--- config.mk ---
export PLATFORM = sky130hd
export DESIGN_NAME = interval_timer
export DESIGN_NICKNAME = d
export VERILOG_FILES = /design/src/rtl/interval_timer.sv
export SDC_FILE = /design/constraint.sdc
export NUM_CORES = 1
export LEC_CHECK = 0
export ABC_AREA = 1
export ABC_CLOCK_PERIOD_IN_PS = 5300
export BUFFER_PORTS_ARGS = -buffer_cell sky130_fd_sc_hd__buf_4
export CORE_MARGIN = 2
export CORE_UTILIZATION = 55
export CTS_CLUSTER_DIAMETER = 100
export DETAILED_ROUTE_END_ITERATION = 6
export GPL_TIMING_DRIVEN = 0
export HOLD_SLACK_MARGIN = 0.15
export PLACE_DENSITY = 0.73
export SLEW_MARGIN = 20
export SYNTH_ARGS = -nofsm -noshare
export SYNTH_HDL_FRONTEND = slang
export SYNTH_SLANG_ARGS = --single-unit
--- constraint.sdc ---
create_clock -name clk -period 5.3 [get_ports clk]
set_input_delay 0.265 -clock clk [delete_from_list [all_inputs] [get_ports clk]]
set_output_delay 0.265 -clock clk [all_outputs]
set_load 0.01 [all_outputs]
--- src/rtl/interval_timer.sv ---
module interval_timer #(
  parameter int PEND_W = 8
) (
  input  logic       clk,
  input  logic       rst_n,
  input  logic       bus_sel,
  input  logic       bus_wr,
  input  logic [1:0] bus_addr,
  input  logic [7:0] bus_wdata,
  output logic [7:0] bus_rdata,
  input  logic       tick_en,
  input  logic       irq_ack,
  output logic       irq,
  output logic       cfg_err
);

  localparam int             NCH        = 3;
  localparam logic [2:0]     MODE_TCINT = 3'd0;
  localparam logic [2:0]     MODE_RATE  = 3'd2;
  localparam logic [PEND_W-1:0] PEND_MAX = '1;

  logic [7:0]        ctrl_q;
  logic [2:0]        mode_q [NCH];
  logic [15:0]       rld_q  [NCH];
  logic [15:0]       cnt_q;
  logic              run_q;
  logic [PEND_W-1:0] pend_q;
  logic [15:0]       rd_val;

  wire       ctrl_wr  = bus_sel & bus_wr & (bus_addr == 2'd3);
  wire       data_acc = bus_sel & (bus_addr != 2'd3);
  wire       data_wr  = data_acc & bus_wr;
  wire [1:0] acc_mode = ctrl_q[5:4];
  wire       lo_acc   = acc_mode[0];
  wire       hi_acc   = (acc_mode == 2'b10);
  wire [1:0] wsel     = (bus_wdata[7:6] == 2'd3) ? 2'd0 : bus_wdata[7:6];
  wire       pend_clr = ctrl_wr & (wsel == 2'd0);
  wire       start0   = data_wr & hi_acc & (bus_addr == 2'd0);
  wire [15:0] new0    = {bus_wdata, rld_q[0][7:0]};
  wire       tc_ev    = tick_en & run_q & (cnt_q == 16'd1) & ~start0;
  wire       ack_ok   = irq_ack & (pend_q != '0);

  always_ff @(posedge clk) begin
    if (!rst_n)
      ctrl_q <= 8'h00;
    else if (ctrl_wr)
      ctrl_q <= bus_wdata;
    else if (data_acc && acc_mode == 2'b11)
      ctrl_q[4] <= 1'b0;
  end

  always_ff @(posedge clk) begin
    for (int c = 0; c < NCH; c++) begin
      if (!rst_n) begin
        mode_q[c] <= MODE_RATE;
        rld_q[c]  <= 16'h0000;
      end else begin
        if (ctrl_wr && wsel == 2'(c))
          mode_q[c] <= bus_wdata[3:1];
        if (data_wr && bus_addr == 2'(c)) begin
          if (lo_acc)
            rld_q[c][7:0] <= bus_wdata;
          else if (hi_acc)
            rld_q[c][15:8] <= bus_wdata;
        end
      end
    end
  end

  always_ff @(posedge clk) begin
    if (!rst_n) begin
      cnt_q <= 16'h0000;
      run_q <= 1'b0;
    end else if (start0) begin
      cnt_q <= new0;
      run_q <= (new0 != 16'h0000);
    end else if (tick_en && run_q) begin
      if (cnt_q == 16'd1) begin
        cnt_q <= rld_q[0];
        if (rld_q[0] == 16'h0000)
          run_q <= 1'b0;
      end else begin
        cnt_q <= cnt_q - 16'd1;
      end
    end
  end

  always_ff @(posedge clk) begin
    if (!rst_n || pend_clr)
      pend_q <= '0;
    else if (tc_ev && !ack_ok && pend_q != PEND_MAX)
      pend_q <= pend_q + 1'b1;
    else if (ack_ok && !tc_ev)
      pend_q <= pend_q - 1'b1;
  end

  always_comb begin
    case (bus_addr)
      2'd0:    rd_val = rld_q[0];
      2'd1:    rd_val = rld_q[1];
      default: rd_val = rld_q[2];
    endcase
    bus_rdata = 8'h00;
    if (bus_sel && !bus_wr) begin
      if (bus_addr == 2'd3)
        bus_rdata = ctrl_q;
      else if (lo_acc)
        bus_rdata = rd_val[7:0];
      else if (hi_acc)
        bus_rdata = rd_val[15:8];
    end
  end

  assign irq     = (mode_q[0] == MODE_TCINT) && (pend_q != '0);
  assign cfg_err = ctrl_q[0];

  AST_CLR_PEND: assert property (@(posedge clk) disable iff (!rst_n)
    pend_clr |=> pend_q == '0);
  AST_ACK_DEC: assert property (@(posedge clk) disable iff (!rst_n)
    (ack_ok && !tc_ev && !pend_clr) |=> pend_q == $past(pend_q) - 1'b1);
  AST_PEND_SAT: assert property (@(posedge clk) disable iff (!rst_n)
    (pend_q == PEND_MAX && !ack_ok && !pend_clr) |=> pend_q == PEND_MAX);
  AST_RELOAD: assert property (@(posedge clk) disable iff (!rst_n)
    tc_ev |=> cnt_q == $past(rld_q[0]));
  AST_IDLE_HOLD: assert property (@(posedge clk) disable iff (!rst_n)
    (!run_q && !start0) |=> $stable(cnt_q));

endmodule

# == After elaboration in Yosys (flattened, before gate mapping) ==
# Memories as Yosys holds them, arrays and structs flattened.
# Index checks and enable logic that the tools add are counted.
# word_totals
mem_bits_ro,0
latch_bits,0
elab_cells,129
output_inout_bits,10
ff_bits,33
input_bits,16
mem_bits_rw,57
n_memories,2
# mem_list
name,depth,word_bits,rd,rd_ports_with_merged_regs,wr,line,text
rld_q,3,16,3,0,3,24,logic [15:0] rld_q [NCH];
mode_q,3,3,1,0,3,23,logic [2:0] mode_q [NCH];
# classes
div_mod_pow,0
n_shift,0
multipliers,0
bitwise_logic,21
n_reduce_logical,30
n_addsub,3
n_mux,57
eq_ne,11
order_cmp,0
# ops
operator,count
8-bit two-way mux,12
16-bit two-way mux,3
1-bit two-way mux,37
16-bit one-hot mux with 2 select lines,1
16-bit by 1-bit == test with 1-bit output (second input constant),1
16-bit zero test,1
16-bit nonzero test,1
16-bit by 1-bit subtractor with 16-bit output (second input constant),1
1-bit logical AND,13
2-bit == test (second input constant),6
1-bit bitwise AND,11
2-bit nonzero test,5
3-bit two-way mux,3
1-bit bitwise OR,9
8-bit by 1-bit adder with 8-bit output (second input constant),1
8-bit inequality test (second input constant),1
8-bit nonzero test,1
8-bit by 1-bit subtractor with 8-bit output (second input constant),1
2-bit by 1-bit == test with 1-bit output (second input constant),2
1-bit zero test,4
2-bit zero test,2
3-bit zero test,1
3-bit AND reduction,1
2-bit two-way mux,1
3 further kinds,3

# == Longest topological paths before layout ==
# Gate-level depths: netlist (run 1).
# depth
word_depth,11
depth_mapped,19
depth_no_buf,19

# == Worst setup path before layout (run 1) ==
# OpenSTA, ideal clock, no wires.
# synth_path
path_kind,register -> register
startpoint,register cnt_q[1]
endpoint,register pend_q[7]
path_stages_with_launch,17
path_buffers,0
setup_time_ns,0.110
required_time_ns,5.190
setup_slack_ns,3.024
synth_period_minus_slack_ns,2.276
arrival_ns,2.166
cell_sequence,dfxtp_1 inv_1 ha_1 nand3_1 nor2_2 nand3_4 nor2_4 nand2_2 ha_1 a21oi_1 nand2_1 a21oi_1 nand3_1 nand3_1 nand2_1 inv_1 nor2_1
# synth_between
elab_chain_cells,6
elab_cells_between_ends,9
cone_classes,1 x eq/ne; 1 x mux; 2 x bitwise; 5 x reduce/logical
# synth_rtl
item,line,text
"start, declared",25,logic [15:0] cnt_q;
"start signal, assigned",75,cnt_q <= new0;
"start signal, assigned",79,cnt_q <= rld_q[0];
"start signal, assigned",83,cnt_q <= cnt_q - 16'd1;
16-bit by 1-bit == test with 1-bit output *,40,wire tc_ev = tick_en & run_q & (cnt_q == 16'd1) & ~start0;
1-bit bitwise AND * (2 in series),40,
1-bit logical AND / 1-bit zero test (equally long branches),"91, 93",
1-bit logical AND (on tied branches),"91, 93",
8-bit two-way mux / 2-bit nonzero test (equally long branches),n/a,
"end signal, assigned",92,pend_q <= pend_q + 1'b1;
"end signal, assigned",94,pend_q <= pend_q - 1'b1;
"end, declared",27,logic [PEND_W-1:0] pend_q;
# Mark *: on every way between the ends. The rest lies on a longest branch, timed or not.
# A chain may end at the register's enable or synchronous reset.

# == Final worst setup path (run 1) ==
# Same ends and word-level chain as after synthesis.

==> flow_metrics.py, run 1 <==
metrics = {
    "run_status": {
        "outcome": "finished, final reports clean",
    },
    "clock_tree": {
        "clock_insertion_delay_worst_skew_ps": 360,
        "tritoncts.num_buffers": 9,
        "cts.path.max_buffers": 2,
        "cell_chosen_for_the_clock_root": "clkbuf_8",
        "cts-htree-levels": 3,
        "post-cts-setup-buffer-count": 0,
        "cts_hold_repair.buffers": 0,
        "worst_setup_hold_path_clk_slew_ps": 90,
        "cts.repair.resized": 0,
        "cts_num_sinks": 84,
        "tritoncts_clock_tree": "yes",
    },
    "placed_design": {
        "routabilityCongestion": 0.9078,
        "place_area_um2": 4875,
        "post_dp_hpwl_um": 8658,
        "portBuffers": 24,
    },
    "setup_path": {
        "critical_path_arrival_ps": 2900,
        "crit_slowest_cell": "ha_1",
        "path_class": "reg2reg",
        "worst_setup_path_end_kind": "flip-flop",
        "critPathLaunchType": "flip-flop",
        "list_of_cells_traversed_by_the_critical_path": "inv_1 > ha_1 > nand3_1 > nor2_2 > nand3_4 > nor2_4 > nand2_2 > ha_1 > a21oi_1 > nand2_1 > a21oi_1 > nand3_1 > nand3_1 > nand2_1 > inv_1 > nor2_1",
        "path_common_cell": "nand3_1",
        "reg2reg_setup_slack_ps": 2660,
        "critPathBufInv": 2,
        "critPathMaxFanout": 9,
        "worst_ep_required_time_ps": 5560,
        "crit_family": "simple AND/OR/NAND/NOR gates",
        "critical-path-max-stage-delay_ps": 410,
    },
    "timing": {
        "timing_worst_slew_pin_value_ps": 773.1,
        "finalWorstPathRequiredPeriod_ps": 2638,
        "achievable-frequency_mhz": 379.1,
        "slew_headroom_pct": 48.15,
        "setup-violations-final": 0,
        "layout_worst_path_cycle_share_pct": 49.77,
        "setup-tns-final_ps": 0,
        "clock_skew_ps": 11.26,
        "rsz0062_at_grt": "no",
        "final_count_of_pins_violating_max_slew": 0,
        "hold_violations": 0,
        "hold_ws_ps": 208.3,
    },
    "yosys": {
        "synth_enable_flop_cells": 51,
        "yosysSeqAreaShare_pct": 48.15,
        "synthDominantCellAreaShare_pct": 33.64,
        "yosysWarnings": 0,
        "syn_area_per_cell_um2": 8.102,
        "area_leader_netlist": "edfxtp_1",
        "synthArstFlopShare_pct": 0,
        "syn_nets": 588,
        "yosys.cell_types.count": 37,
        "synthesis.instances": 562,
        "yosys_most_used_dff": "edfxtp_1",
        "post_synth_main_area_contributors": "edfxtp_1 (34%), dfxtp_1 (15%), nand2_1 (7.8%), nor2_1 (7.3%), o21ai_0 (4.6%)",
        "ys_ff_latch": 84,
        "synth.cell_area_um2": 4553,
    },
    "grt": {
        "gr-total-overflow": 0,
        "grt_start_max_net_pins": 15,
        "number_of_antenna_violations_at_the_first_check_in_global_routing": 0,
        "grt_first_pass_wirelength_um": 18930,
        "gr-usage-all-layers_pct": 28.17,
        "first_global_vias": 3718,
    },
    "job": {
        "max_cap_violations": 0,
    },
    "die": {
        "start_util_pct": 55.98,
        "floorplan.die.height_um": 94.99,
        "fp.dieArea_um2": 9022,
        "io_pins": 26,
        "rows": 33,
        "core_area_um2": 8134,
        "die_x_um": 94.99,
    },
    "cells_and_area": {
        "ratio_of_cells_with_drive_above_1_in_the_final_layout_pct": 11.79,
        "post-route-util_pct": 61.98,
        "synthToLayoutAreaGrowth_pct": 10.72,
        "finish.net_count": 623,
        "finish.instance_area_um2": 5041,
        "final_common_cell": "nand2_1",
        "antenna_diode_count": 0,
        "most-common-layout-cells": "nand2_1 (95), nor2_1 (89), inv_1 (53), edfxtp_1 (51), o21ai_0 (42)",
    },
    "pwr": {
        "p_per_area_nw_per_um2": 299.0,
        "switching_power_share_of_the_total_pct": 31.55,
        "total_power_uw": 1507,
        "leakagePower_uw": 0.002118,
        "clock_power_share_pct": 26.8,
        "power.net_switching_uw": 475.6,
        "share_of_total_power_in_combinational_logic_pct": 22.4,
        "power.ir.vdd_worst_mv": 0.1386,
        "power.sequential.fraction_pct": 50.7,
        "power.internal_uw": 1032,
    },
    "routing": {
        "route.final.wire_length_um": 12020,
        "detail_route.drc_violations": 0,
        "route.vias.total": 4129,
        "ant_nets": 0,
        "post_drt_via_cell_ratio": 5.840,
        "first_iter_violations": 373,
        "post_drt_wl_per_cell_um": 17.00,
        "detailedRoute.firstPassIterationCount": 5,
    },
    "min_path": {
        "min_path_type": "in2reg",
    },
}
metal layers:
layer	vias to the layer above	GRT usage [%]	wire, um
met5	-	0	0
met4	0	10.51	259
met3	23	3.990	780
met2	163	45.45	5740
met1	1958	38.72	5241
li1	1985	-	-
worst paths after layout:
path / startpoint / depth (start not counted) / to
hold reg to reg: run_q / 2 / run_q
setup / recovery: cnt_q[1] / 16 / pend_q[7]
hold / removal: bus_wdata[3] / 3 / cnt_q[11]
setup reg to reg: cnt_q[1] / 16 / pend_q[7]
cells in the mapped netlist, drive strengths merged, types with 7 or more instances:
master / count
a21oi: 35
a31oi: 11
buf: 8
clkbuf: 8
clkinv: 8
dfxtp: 33
edfxtp: 51
ha: 9
inv: 55
nand2: 102
nand3: 35
nand4: 12
nor2: 99
nor3: 8
o211ai: 7
o21ai: 46
o22ai: 8
xor2: 7
tightest hold or removal path: cells and delay by family:
kind / cells / cell delay (ps)
AND/OR/NAND/NOR: 1 / 60
buffers and inverters: 1 / 110
AO/OA/AOI/OAI: 1 / 70
final cells by class:
class	instances	area [um2]
fillers	723	3093
flip-flops and latches	84	2192
multi-input cells	399	2063
inverters	63	236.5
repair buffers	24	180.2
clock buffers	12	135.1
well taps	105	131.4
plain buffers	16	76.32
clock inverters	4	26.28
power by group through the flow:
stage | registers, uW | logic (uW) | clock network, uW
3_5_place_dp | 779 | 336 | 0
5_1_grt | 771 | 378 | 431
4_1_cts | 765 | 338 | 407
6_report | 765 | 338 | 404
2_1_floorplan | 770 | 257 | 0
3_3_place_gp | 778 | 326 | 0
registers in the layout (all words and copies together) (netlist names):
signal,count
run_q,1
mode_q,3
rld_q,48
ctrl_q,8
cnt_q,16
pend_q,8
through the flow:
stage	setup slack, ps	instances
after global routing	2446	707
after floorplan	3024	562
after CTS	2668	707
final	2662	707
after global placement	2720	691
after detailed placement	2676	691
logic make-up after synthesis:
group | count (synthesis) | synth area share (%)
AND/OR/NAND/NOR | 261 | 25.50
AO/OA/AOI/OAI | 116 | 14.26
flip-flops | 84 | 48.15
buffers and inverters | 79 | 6.870
XOR/XNOR | 12 | 2.308
adder cells (fa/ha/maj) | 10 | 2.913
Note: power is estimated with default switching activity, not from simulation.
==> run 2: changes to the inputs <==
--- a/config.mk
+++ b/config.mk
@@ -5,8 +5,8 @@
 export SDC_FILE = /design/constraint.sdc
 export NUM_CORES = 1
 export LEC_CHECK = 0
-export ABC_AREA = 1
-export ABC_CLOCK_PERIOD_IN_PS = 5300
+export ABC_AREA = 0
+export ABC_CLOCK_PERIOD_IN_PS = 2440
 export BUFFER_PORTS_ARGS = -buffer_cell sky130_fd_sc_hd__buf_4
 export CORE_MARGIN = 2
 export CORE_UTILIZATION = 55
==> constraint.sdc (replaced) <==
create_clock -name clk -period 2.44 [get_ports clk]
set_input_delay 0.122 -clock clk [delete_from_list [all_inputs] [get_ports clk]]
set_output_delay 0.122 -clock clk [all_outputs]
set_load 0.01 [all_outputs]
==> run 2 against run 1 <==
Compared with the run above:
- hold slack got worse by 27 ps
- power is 140% higher
- maximum frequency fell by 13%
- sequential share of layout area is 3.5 points lower
- critical endpoint unchanged
- sequential cell count unchanged
- the flow now finishes with violations (setup timing)
==> flow_metrics.py, run 2 <==
metrics = {
    "cells_and_area": {
        "post-route-util_pct": 66.53,
        "fillCellCount": 690,
        "most-common-layout-cells": "nand2_1 (62), edfxtp_1 (51), and2_1 (35), dfxtp_1 (31), buf_4 (31)",
        "multi_input_area_um2": 2515,
        "largest_register_ff_count": 48,
        "antenna_diode_count": 0,
        "ratio_of_cells_with_drive_above_1_in_the_final_layout_pct": 13.95,
        "sequential_cell_area_um2": 2195,
        "synthToLayoutAreaGrowth_pct": 17.22,
        "final_common_cell": "nand2_1",
        "largest-register": "rld_q",
        "finish.instance_area_um2": 5494,
        "finish.net_count": 573,
        "layout_top_registers": "rld_q: 48 flops, cnt_q: 16 flops",
    },
    "yosys": {
        "synth_common_cells": "nand2_1 (62), edfxtp_1 (51), and2_1 (35)",
        "compound_gate_fraction_of_synth_area_pct": 16.79,
        "area_leader_netlist": "edfxtp_1",
        "syn_area_per_cell_um2": 9.412,
        "yosys.cell_types.count": 66,
        "yosys_most_used_dff": "edfxtp_1",
        "synth-xor-area-share_pct": 0.5606,
        "synth.cell_area_um2": 4687,
        "synthDominantCellAreaShare_pct": 32.67,
        "ys_ff_latch": 84,
        "synth_simple_gate_area_share_pct": 24.85,
        "synthesis.instances": 498,
        "synth_top_family_by_area": "simple AND/OR/NAND/NOR gates",
        "yosysWarnings": 0,
        "yosys.area_share.adder_pct": 2.830,
        "multiplexer_area_fraction_after_synthesis_pct": 4.992,
        "syn_nets": 524,
        "post_synth_main_area_contributors": "edfxtp_1 (33%), dfxtp_1 (14%), nand2_1 (5.0%), and2_1 (4.7%), mux2i_1 (4.3%)",
        "synth.most_common_cell": "nand2_1",
        "synth_enable_flop_cells": 51,
        "yosysSeqAreaShare_pct": 46.77,
        "synthArstFlopShare_pct": 0,
    },
    "timing": {
        "layout_worst_path_cycle_share_pct": 124.7,
        "clock_skew_ps": 15.02,
        "hold_violations": 0,
        "rsz0062_at_grt": "yes",
        "finalWorstPathRequiredPeriod_ps": 3042,
        "timing_worst_slew_pin_value_ps": 1067,
        "slew_headroom_pct": 28.15,
        "achievable-frequency_mhz": 328.8,
        "setup-violations-final": 6,
        "final_critical_path_setup_slack_ps": -601.7,
        "final_count_of_pins_violating_max_slew": 0,
    },
    "min_path": {
        "holdPathStages": 2,
        "min_path_type": "in2reg",
    },
    "clock_tree": {
        "tritoncts.num_buffers": 9,
        "cts.path.max_buffers": 2,
        "cts_num_sinks": 84,
        "clock_insertion_delay_worst_skew_ps": 370,
        "cts-htree-levels": 3,
        "worst_setup_hold_path_clk_slew_ps": 90,
        "tritoncts_clock_tree": "yes",
        "cell_chosen_for_the_clock_root": "clkbuf_8",
    },
    "die": {
        "die_x_um": 96.32,
        "io_pins": 26,
        "core_area_um2": 8258,
        "start_util_pct": 56.76,
        "fp.dieArea_um2": 9277,
        "floorplan.die.height_um": 96.32,
        "rows": 33,
    },
    "placed_design": {
        "post_dp_hpwl_um": 9127,
        "place_area_um2": 5114,
        "preCtsSetupSlack_ps": -1057,
        "portBuffers": 23,
        "routabilityCongestion": 0.9783,
    },
    "routing": {
        "route.final.wire_length_um": 12550,
        "post_drt_wl_per_cell_um": 19.11,
        "detail_route.drc_violations": 0,
        "first_iter_violations": 410,
        "route.vias.total": 4188,
        "detailedRoute.firstPassIterationCount": 6,
        "post_drt_via_cell_ratio": 6.374,
        "ant_nets": 0,
    },
    "run_status": {
        "violated_checks": "setup timing",
        "outcome": "finished with violations",
    },
    "grt": {
        "grt_start_max_net_pins": 14,
        "gr-usage-all-layers_pct": 28.55,
        "gr-total-overflow": 0,
        "grt_first_pass_wirelength_um": 19880,
        "first_global_vias": 4026,
        "number_of_antenna_violations_at_the_first_check_in_global_routing": 0,
    },
    "setup_path": {
        "worst_setup_path_end_kind": "flip-flop",
        "worst_ep_required_time_ps": 2690,
        "critical_path_arrival_ps": 3290,
        "critPathMaxFanout": 7,
        "critPathLaunchType": "flip-flop",
        "path_class": "reg2reg",
        "worst-r2r-cell-count": 9,
    },
    "job": {
        "max_cap_violations": 0,
    },
    "pwr": {
        "total_power_uw": 3644,
        "power.ir.vdd_worst_mv": 0.2961,
        "p_per_area_nw_per_um2": 663.3,
        "leakagePower_uw": 0.002071,
    },
}
==> run 2: cell types whose count changed after synthesis, moves of 20 or more <==
cell and delta:
nand3_1 -20, nor2_1 -58, mux2i_1 +20, inv_1 -38, nor3_1 +21, and2_1 +35
nand2_1 -33
==> run 2: worst max-delay path, cell delays in order, from the launching register on <==
cell	delay (ps)
dfxtp_1	370
or4_1	640
o21ai_4	270
o2111ai_4	150
buf_12	190
ha_4	220
or3_4	350
o211ai_1	130
mux2i_1	270
mux2_1	340
==> run 2: repair_timing <==
item / CTS / global route
endpoints found under the hold margin: 20 / 0
hold buffers: 8 / 0
buffers inserted: 8 / 1
gates resized for setup: 4 / 7
setup endpoints to repair: 16 / 15
pin swaps: 10 / 6
==> run 2: per-layer routing <==
metal / track usage (%) / wire, um / up-vias
met5: 0 / 0 / -
met4: 12.21 / 391 / 0
met3: 4.385 / 991 / 31
met2: 48.50 / 6060 / 191
met1: 36.16 / 5110 / 1983
li1: - / - / 1983
==> run 2: area by class of cell <==
cell class | count | share of cell area, %
Clock buffer | 13 | 2.710
Timing Repair Buffer | 40 | 6.058
Multi-Input combinational cell | 377 | 45.78
Inverter | 15 | 1.025
Sequential cell | 84 | 39.95
Clock inverter | 3 | 0.7060
Buffer | 20 | 1.389
Tap cell | 105 | 2.391
==> run 2: cell families (layout without fill, tap and decap cells) <==
| kind of cell | after synthesis | count (layout) |
|---|---|---|
| AOI/OAI and AO/OA | 116 | 116 |
| DFF | 84 | 84 |
| and+or+nand+nor | 225 | 225 |
| buffers and inverters | 37 | 91 |
| muxes | 23 | 23 |
| xor gates and xnor gates | 3 | 3 |
| adders and majority gates | 10 | 10 |
==> run 2: worst paths after layout <==
path	startpoint	to	slack, ps
worst max-delay path	pend_q[3]	pend_q[7]	-600
worst min-delay path	bus_sel	ctrl_q[4]	180
worst max register to register	pend_q[3]	pend_q[7]	-600
worst min register to register	ctrl_q[7]	ctrl_q[7]	470
==> run 2: stage by stage <==
stage / setup TNS (ps) / std cells / hold slack (ps)
after detailed placement: -5216 / 626 / 413.9
final: -2010 / 657 / 181.3
after floorplan: -3180 / 498 / 243.1
after global routing: -2920 / 657 / 186.4
after global placement: -5462 / 626 / 400.7
after CTS: -3326 / 658 / 171.8
==> run 2: where the power goes <==
group / leakage, uW / internal, uW / switching (uW) / total [uW]
sequential: 0.000793 / 1580 / 96.8 / 1680
clock: 0.0000951 / 498 / 500 / 999
combinational: 0.00118 / 470 / 496 / 966
==> run 3: changes to the inputs <==
--- a/config.mk
+++ b/config.mk
@@ -5,16 +5,18 @@
 export SDC_FILE = /design/constraint.sdc
 export NUM_CORES = 1
 export LEC_CHECK = 0
-export ABC_AREA = 0
+export ABC_AREA = 1
 export ABC_CLOCK_PERIOD_IN_PS = 2440
 export BUFFER_PORTS_ARGS = -buffer_cell sky130_fd_sc_hd__buf_4
+export CELL_PAD_IN_SITES_DETAIL_PLACEMENT = 0
+export CELL_PAD_IN_SITES_GLOBAL_PLACEMENT = 1
 export CORE_MARGIN = 2
-export CORE_UTILIZATION = 55
+export CORE_UTILIZATION = 46
 export CTS_CLUSTER_DIAMETER = 100
 export DETAILED_ROUTE_END_ITERATION = 6
 export GPL_TIMING_DRIVEN = 0
 export HOLD_SLACK_MARGIN = 0.15
-export PLACE_DENSITY = 0.73
+export PLACE_DENSITY_LB_ADDON = 0.08
 export SLEW_MARGIN = 20
 export SYNTH_ARGS = -nofsm -noshare
 export SYNTH_HDL_FRONTEND = slang
==> run 3 against run 2 <==
Compared with the run above:
- design area shrank 1.5%
- clock-buffer cell count shrank 4
- maximum frequency grew 32%
- first-iteration DRC count shrank 50%
- hold slack lost 16 ps
- clock power shrank 5.3%
- core utilization shrank 11 points
- critical path type unchanged
- non-clock buffer count shrank 6
- the run now ends clean
- highest routed layer unchanged
- clock skew is essentially flat
- combinational power grew 2%
- critical path depth grew 7
- sequential share of layout area grew 0.91 points
==> flow_metrics.py, run 3 (synthesized netlist as in run 1, its figures left out) <==
metrics = {
    "cells_and_area": {
        "final_common_cell": "nand2_1",
        "layout_top_registers": "rld_q: 48 flops, cnt_q: 16 flops",
        "ratio_of_cells_with_drive_above_1_in_the_final_layout_pct": 19.16,
        "largest-register": "rld_q",
        "synthToLayoutAreaGrowth_pct": 18.85,
        "finish.net_count": 637,
        "most-common-layout-cells": "nand2_1 (89), nor2_1 (86), inv_1 (51), edfxtp_1 (51), o21ai_0 (42)",
        "largest_register_ff_count": 48,
        "antenna_diode_count": 0,
    },
    "placed_design": {
        "portBuffers": 24,
        "routabilityCongestion": 0.9246,
        "post_dp_hpwl_um": 9092,
    },
    "grt": {
        "gr-total-overflow": 0,
        "first_global_vias": 3749,
        "number_of_antenna_violations_at_the_first_check_in_global_routing": 0,
        "grt_first_pass_wirelength_um": 19530,
        "gr-usage-all-layers_pct": 24.30,
        "grt_start_max_net_pins": 17,
    },
    "die": {
        "rows": 36,
        "core_area_um2": 9684,
        "die_x_um": 103.5,
        "io_pins": 26,
        "fp.dieArea_um2": 10710,
        "start_util_pct": 47.02,
        "floorplan.die.height_um": 103.5,
    },
    "timing": {
        "clock_skew_ps": 15.12,
        "finalWorstPathRequiredPeriod_ps": 2305,
        "slew_headroom_pct": 46.14,
        "layout_worst_path_cycle_share_pct": 94.45,
        "timing_worst_slew_pin_value_ps": 803.0,
        "setup-violations-final": 0,
        "achievable-frequency_mhz": 433.9,
        "hold_violations": 0,
        "hold_ws_ps": 165.3,
        "final_count_of_pins_violating_max_slew": 0,
    },
    "setup_path": {
        "worst_setup_path_end_kind": "flip-flop",
        "worst_ep_required_time_ps": 2740,
        "reg2reg_setup_slack_ps": 140,
        "worst_r2r_endpoint": "pend_q[7]",
        "critPathLaunchType": "flip-flop",
        "critical_path.reg2reg.startpoint": "cnt_q[1]",
        "worst-r2r-cell-count": 16,
        "critPathMaxFanout": 8,
        "cp-startpoint": "cnt_q[1]",
        "setup.worst_path.end": "pend_q[7]",
        "path_class": "reg2reg",
        "critical_path_arrival_ps": 2600,
    },
    "job": {
        "max_cap_violations": 0,
    },
    "run_status": {
        "outcome": "finished, final reports clean",
    },
    "routing": {
        "detailedRoute.firstPassIterationCount": 4,
        "post_drt_via_cell_ratio": 5.423,
        "detail_route.drc_violations": 0,
        "ant_nets": 0,
        "route.final.wire_length_um": 12600,
        "route.vias.total": 4062,
        "first_iter_violations": 205,
        "post_drt_wl_per_cell_um": 16.83,
    },
    "min_path": {
        "min_path_type": "in2reg",
    },
    "pwr": {
        "leakagePower_uw": 0.002219,
        "p_per_area_nw_per_um2": 668.5,
        "power.ir.vdd_worst_mv": 0.5701,
        "total_power_uw": 3618,
    },
    "clock_tree": {
        "clock_insertion_delay_worst_skew_ps": 370,
        "tritoncts.num_buffers": 9,
        "cts_num_sinks": 84,
        "tritoncts_clock_tree": "yes",
        "cts.path.max_buffers": 2,
        "cts-htree-levels": 3,
        "cell_chosen_for_the_clock_root": "clkbuf_8",
        "worst_setup_hold_path_clk_slew_ps": 100,
    },
}
## run 3: changes by cell type in the layout (fill, tap and decap cells not counted), moves of 8 or more
cell / previous run / this run
inv_1: 15 / 51
nor2_1: 30 / 86
dfxtp_1: 31 / 22
and2_1: 35 / 0
nand2_2: 0 / 10
nand2_1: 62 / 89
clkinv_1: 1 / 9
mux2i_1: 20 / 0
o21ai_0: 27 / 42
nor3_1: 28 / 8
clkbuf_1: 19 / 8
nand3_1: 12 / 30
## run 3: critical path, cell delays in order (launching register included)
cell and delay, ps:
dfxtp_2 330, inv_2 80, ha_4 150, nand3_2 90, nor2_4 130, nand3_4 90
nor2_4 160, nand2_8 120, ha_4 320, nand2_1 50, nor2_1 220, a21oi_4 110
inv_2 60, nand2_2 50, nand4_1 80, nand2_1 60, nor2_1 120
## run 3: worst min path at each step
stage                       startpoint        end  slack, ps  depth (start not counted)
after floorplan           bus_wdata[0]   cnt_q[8]        290                          2
after global placement    bus_wdata[0]   cnt_q[8]        430                          3
after detailed placement  bus_wdata[0]   cnt_q[8]        430                          3
after CTS                      bus_sel  ctrl_q[4]        170                          4
after global routing           bus_sel  ctrl_q[4]        230                          4
final                          bus_sel  ctrl_q[4]        170                          4
## run 3: through the flow
stage | setup WS [ps] | TNS, ps | instance area, um2 | utilization, % | cells
4_1_cts | 4.445 | 0 | 5226 | 53.97 | 742
3_3_place_gp | -292.4 | -423.4 | 4900 | 50.59 | 719
6_report | 135.5 | 0 | 5411 | 55.88 | 749
5_1_grt | -17.83 | -17.83 | 5411 | 55.88 | 749
3_5_place_dp | -342.9 | -569.9 | 4910 | 50.70 | 719
2_1_floorplan | 163.7 | 0 | 4553 | - | 562
## run 3: report_power, final
group | switching [uW] | leakage [uW] | internal (uW)
registers | 87.0 | 0.000798 | 1600
clock network | 560 | 0.0000902 | 386
logic | 553 | 0.00133 | 433
total | 1200 | 0.00222 | 2420
## run 3: layout make-up
class / count / area (um2)
Multi-Input combinational cell: 399 / 2247
Clock buffer: 9 / 123.9
Buffer: 16 / 76.32
Clock inverter: 7 / 57.56
Sequential cell: 84 / 2211
Timing Repair Buffer: 38 / 292.8
Fill cell: 927 / 4273
Inverter: 63 / 236.5
Tap cell: 133 / 166.4
## run 3: routing by layer
metal,wire [um],track usage [%]
met1,5912,33.25
met2,6026,40.94
met3,526,3.696
met4,136,5.364
met5,0,0
## run 3: repair_timing
action,in CTS,in global routing
setup endpoints to repair,4,1
setup buffers,4,7
hold buffers,3,0
endpoints found under the hold margin,3,0
gates resized for setup,11,36
cloned,0,0
pin swaps,3,19
